[src/rtl/vfmt_pkg.sv]
package vfmt_pkg;

    // Number of component channels handled by the stage
    localparam int NUM_CH = 3;

    // Channel roles; index 0 is always the unsigned luma / green path
    typedef enum logic [1:0] {
        CH_LUMA = 2'd0,
        CH_CB   = 2'd1,
        CH_CR   = 2'd2
    } chan_e;

    // Rounding precision selection
    typedef enum logic {
        RND_REDUCED = 1'b0,
        RND_FULL    = 1'b1
    } rnd_mode_e;

endpackage

[src/rtl/vfmt_round.sv]
module vfmt_round #(
    parameter int DATA_W = 10,
    parameter int FRAC_W = 2,
    localparam int IN_W  = DATA_W + FRAC_W
) (
    input  logic [IN_W-1:0]   din,
    input  logic              is_signed,
    input  logic              full_prec,
    output logic [DATA_W-1:0] dout
);

    logic [IN_W:0]     inc;
    logic [IN_W:0]     sum;
    logic              ovf;
    logic [DATA_W-1:0] trunc;
    logic [DATA_W-1:0] sat;
    logic [DATA_W-1:0] pick;

    always_comb begin
        // half of the discarded LSB weight, for the selected grid
        inc = '0;
        if (full_prec) begin
            inc[FRAC_W-1] = 1'b1;
        end else begin
            inc[FRAC_W+1] = 1'b1;
        end

        sum   = {is_signed & din[IN_W-1], din} + inc;
        trunc = sum[IN_W-1:FRAC_W];

        // only an upward carry can overflow: increment is positive
        if (is_signed) begin
            ovf = ~din[IN_W-1] & sum[IN_W-1];
            sat = {1'b0, {(DATA_W-1){1'b1}}};
        end else begin
            ovf = sum[IN_W];
            sat = '1;
        end

        pick = ovf ? sat : trunc;
        if (!full_prec) begin
            pick[1:0] = 2'b00;
        end
        dout = pick;
    end

endmodule

[src/rtl/vfmt_code.sv]
module vfmt_code #(
    parameter int DATA_W = 10
) (
    input  logic [DATA_W-1:0] din,
    input  logic              to_offset,
    output logic [DATA_W-1:0] dout
);

    always_comb begin
        dout = din;
        dout[DATA_W-1] = din[DATA_W-1] ^ to_offset;
    end

endmodule

[src/rtl/vfmt_out_stage.sv]
module vfmt_out_stage #(
    parameter int DATA_W = 10,
    parameter int FRAC_W = 2,
    localparam int IN_W  = DATA_W + FRAC_W
) (
    input  logic              clk,
    input  logic              rst_n,
    input  logic              in_valid,
    input  logic [IN_W-1:0]   in_ch0,
    input  logic [IN_W-1:0]   in_ch1,
    input  logic [IN_W-1:0]   in_ch2,
    input  logic              rnd_full,
    input  logic              chroma_signed,
    input  logic              rgb_mode,
    output logic              out_valid,
    output logic [DATA_W-1:0] out_ch0,
    output logic [DATA_W-1:0] out_ch1,
    output logic [DATA_W-1:0] out_ch2
);
    import vfmt_pkg::*;

    logic [IN_W-1:0]   din_a   [NUM_CH];
    logic [DATA_W-1:0] rnd_a   [NUM_CH];
    logic [DATA_W-1:0] coded_a [NUM_CH];
    logic [DATA_W-1:0] q_a     [NUM_CH];
    logic              valid_q;

    assign din_a[CH_LUMA] = in_ch0;
    assign din_a[CH_CB]   = in_ch1;
    assign din_a[CH_CR]   = in_ch2;

    for (genvar c = 0; c < NUM_CH; c++) begin : g_chan
        logic ch_signed;
        logic ch_offset;

        if (c == int'(CH_LUMA)) begin : g_luma
            assign ch_signed = 1'b0;
            assign ch_offset = 1'b0;
        end else begin : g_chroma
            assign ch_signed = ~rgb_mode;
            assign ch_offset = ~rgb_mode & ~chroma_signed;
        end

        vfmt_round #(
            .DATA_W (DATA_W),
            .FRAC_W (FRAC_W)
        ) i_round (
            .din       (din_a[c]),
            .is_signed (ch_signed),
            .full_prec (rnd_full),
            .dout      (rnd_a[c])
        );

        vfmt_code #(
            .DATA_W (DATA_W)
        ) i_code (
            .din       (rnd_a[c]),
            .to_offset (ch_offset),
            .dout      (coded_a[c])
        );

        always_ff @(posedge clk) begin
            if (!rst_n) begin
                q_a[c] <= '0;
            end else if (in_valid) begin
                q_a[c] <= coded_a[c];
            end
        end
    end

    always_ff @(posedge clk) begin
        if (!rst_n) begin
            valid_q <= 1'b0;
        end else begin
            valid_q <= in_valid;
        end
    end

    assign out_valid = valid_q;
    assign out_ch0   = q_a[CH_LUMA];
    assign out_ch1   = q_a[CH_CB];
    assign out_ch2   = q_a[CH_CR];

endmodule

[config.mk]
export PLATFORM = sky130hd
export DESIGN_NAME = vfmt_out_stage
export DESIGN_NICKNAME = d
export VERILOG_FILES = /design/src/rtl/vfmt_pkg.sv /design/src/rtl/vfmt_round.sv /design/src/rtl/vfmt_code.sv /design/src/rtl/vfmt_out_stage.sv
export SDC_FILE = /design/constraint.sdc
export NUM_CORES = 1
export LEC_CHECK = 0
export CORE_UTILIZATION = 50
export CTS_CLUSTER_DIAMETER = 100
export CTS_CLUSTER_SIZE = 8
export DETAILED_ROUTE_END_ITERATION = 16
export DONT_BUFFER_PORTS = 1
export PLACE_DENSITY_LB_ADDON = 0.08
export SETUP_SLACK_MARGIN = 0.02
export SYNTH_ARGS = -nofsm -noshare
export SYNTH_HDL_FRONTEND = slang
export SYNTH_HIERARCHICAL = 1
export SYNTH_SLANG_ARGS = --single-unit
[constraint.sdc]
create_clock -name clk -period 3.7 [get_ports clk]
set_clock_uncertainty 0.15 [all_clocks]
set_input_delay 0.74 -clock clk [delete_from_list [all_inputs] [get_ports clk]]
set_output_delay 0.74 -clock clk [all_outputs]
set_load 0.02 [all_outputs]
==> run metrics <==
status finished, final reports clean; ys async rst share 0%; vias in the first global route 1735; GPL Wtd Cong 0.868; yosys warns 6; Routed WL 4.80 mm; final core occ 51.2%; combinational share of power 12.4%; vias after detailed routing 1754; Static Leak 0.00104 uW; clock root buffer clkbuf_8; DR WL/cell 16.6 um; PwrDens 377 nW/um^2; CP Cell Sequence inv_1 > ha_1 > a21oi_1 > nor3_1 > ha_1 > nand2_1 > inv_1 > o21ai_2 > xor2_1 > and3_2; CP Max Fanout 12; clk slew on worst S/H paths 0.06 ns; Post-layout nets 276; remaining global-route overflow 0; most used flip-flop cell after synthesis edfxtp_1; fmax 357 MHz; Worst Setup Path Type in -> reg; Clock Path Buffers 2; Worst Hold Depth 1; Hold Path End out_valid; antenna cells 0; final setup violation count 0; Sequential Power Share 51.0%; IO Pins 73; post-synth top area share 36.4%; crit start category input port; Net Sw Frac 24.9%; Pre-antenna DRT Iters 6; FF+latch count, synth 31; Die ar. 5240 sq um; met3 WL 385 um; Critical Path End Type register; Clock H-tree levels 2; die width 72.4 um; Global Route Usage Sum 19.2%; Clock Sinks 31; Max-Cap Viols 0; Final Hold Viols 0; Yosys cell types 34; type of the worst min-delay path in -> reg; syn_area_per_cell 10.1 sq um; total core area 4750 sq um; # resized after CTS 0; design internal power 689 uW; worst hold slack 0.437 ns; M1 WL 2.01 mm; Switch Pwr 229 uW; dpl hpwl 3.62 mm; part of the cycle the worst path needs 75.7%; Post-route DRC 0; first-pass GRT wire length 7.73 mm; setup_tns 0 ns; Seq/Total Area, Yosys 37.2%; Detail Route Antenna Nets 0; Peak VDD IR 0.253 mV; buffers and inverters on the worst path 2; share of cells above drive strength 1 22.9%; Clock power frac 36.6%; Setup Fix Bufs, Post-CTS 0; antenna violations before repair 0; vias per std cell 6.05; Max stage delay cell, worst path a21oi_1; leading area contributor after synthesis edfxtp_1; worst path arrival time 2.69 ns; Critical Path RT 3.58 ns; Slew Viols, Final 0; Post-CTS Hold Fix Bufs 0; CP top delay family simple AND/OR/NAND/NOR gates; largest net degree at the start of global routing 33; synthesized area 2480 sq um; 1st-iter DRT viols 78; Rows 25; Starting Density 52.1%; hold_sp in_valid; Synth area leaders edfxtp_1 (36%), buf_4 (8.2%), and3_2 (6.4%); area delta synth->final -1.72%; die height 72.4 um; Post-synth EDFFs 30; min Tclk post-route 2.80 ns; top sig layer met4; port bufs 0; CTS Buf Count 5; CTS tree built; RSZ-0062 raised after global routing no; largest stage delay on the critical path 0.39 ns; post-synthesis cell count 246; met2 routed WL 2.26 mm
==> routing by layer <==
| layer | GRT usage [%] | vias up |
|---|---|---|
| met5 | 0 | - |
| met2 | 31.4 | 58 |
| li1 | - | 861 |
| met1 | 22.0 | 821 |
| met4 | 7.41 | 0 |
| met3 | 8.75 | 14 |
==> cell usage in the layout, fill, tap and decap left out, types with 9 or more instances in the layout <==
master	n
edfxtp_1	30
nand4_1	15
inv_1	13
nand2_1	9
o21ai_0	9
and3_1	12
and3_2	21
a21oi_1	12
ha_1	12
==> power groups by stage <==
stage	logic, uW	registers, uW	clock network (uW)
CTS	115	468	343
finish	114	468	336
floorplan	130	471	0
detailed placement	114	475	0
global route	129	472	356
global placement	110	475	0
==> per-stage QoR <==
step	cells	power, uW	area [sq um]	setup slack (ns)
finish	290	918	2430	0.899
floorplan	250	601	2490	0.886
global placement	282	586	2320	0.718
CTS	290	926	2430	0.889
global route	290	957	2430	0.694
detailed placement	282	589	2320	0.600
==> registers in the layout (all words and copies together) (netlist names) <==
register / cells
q_a: 30
out_valid: 1
==> cells in the mapped netlist (4+ instances only) <==
master and instances:
o21ai_0 9, and3_1 12, and2_1 4, edfxtp_1 30, buf_4 27, a21oi_4 6
a41oi_1 6, a21oi_1 12, xor2_1 6, or3_2 6, nor3_1 6, inv_1 13
and3_2 21, o211ai_1 6, nand4_1 15, nand2_1 9, ha_1 12, or4_1 6
==> area by class of cell <==
cell class,instances,area (sq um)
fill,461,2320
multi-input combinational,170,1260
clock buffer,6,82.6
timing repair buffer,1,7.51
clock inverter,2,35.0
tap,67,83.8
sequential,31,921
inverter,13,48.8
==> worst max-delay path by stage <==
stage,slack [ns],end,cells past startpoint,startpoint
after floorplan,0.89,q_a[2][0],9,rnd_full
after CTS,0.89,q_a[1][9],10,rnd_full
after detailed placement,0.60,q_a[1][9],10,rnd_full
final,0.90,q_a[1][9],10,rnd_full
after global routing,0.69,q_a[2][9],10,rnd_full
after global placement,0.72,q_a[1][9],10,rnd_full
==> cells by family (layout without fill, tap and decap cells) <==
logic type | count (synthesis) | in the layout | share of synthesized area, %
other | 1 | 5 | 0.151
xor gates and xnor gates | 9 | 9 | 3.18
AOI/OAI and AO/OA | 48 | 48 | 15.3
buffers and inverters | 49 | 22 | 12.7
adders and majority gates | 12 | 12 | 6.06
DFF | 31 | 31 | 37.2
and+or+nand+nor | 96 | 96 | 25.4
Note: power is estimated with default switching activity, not from simulation.
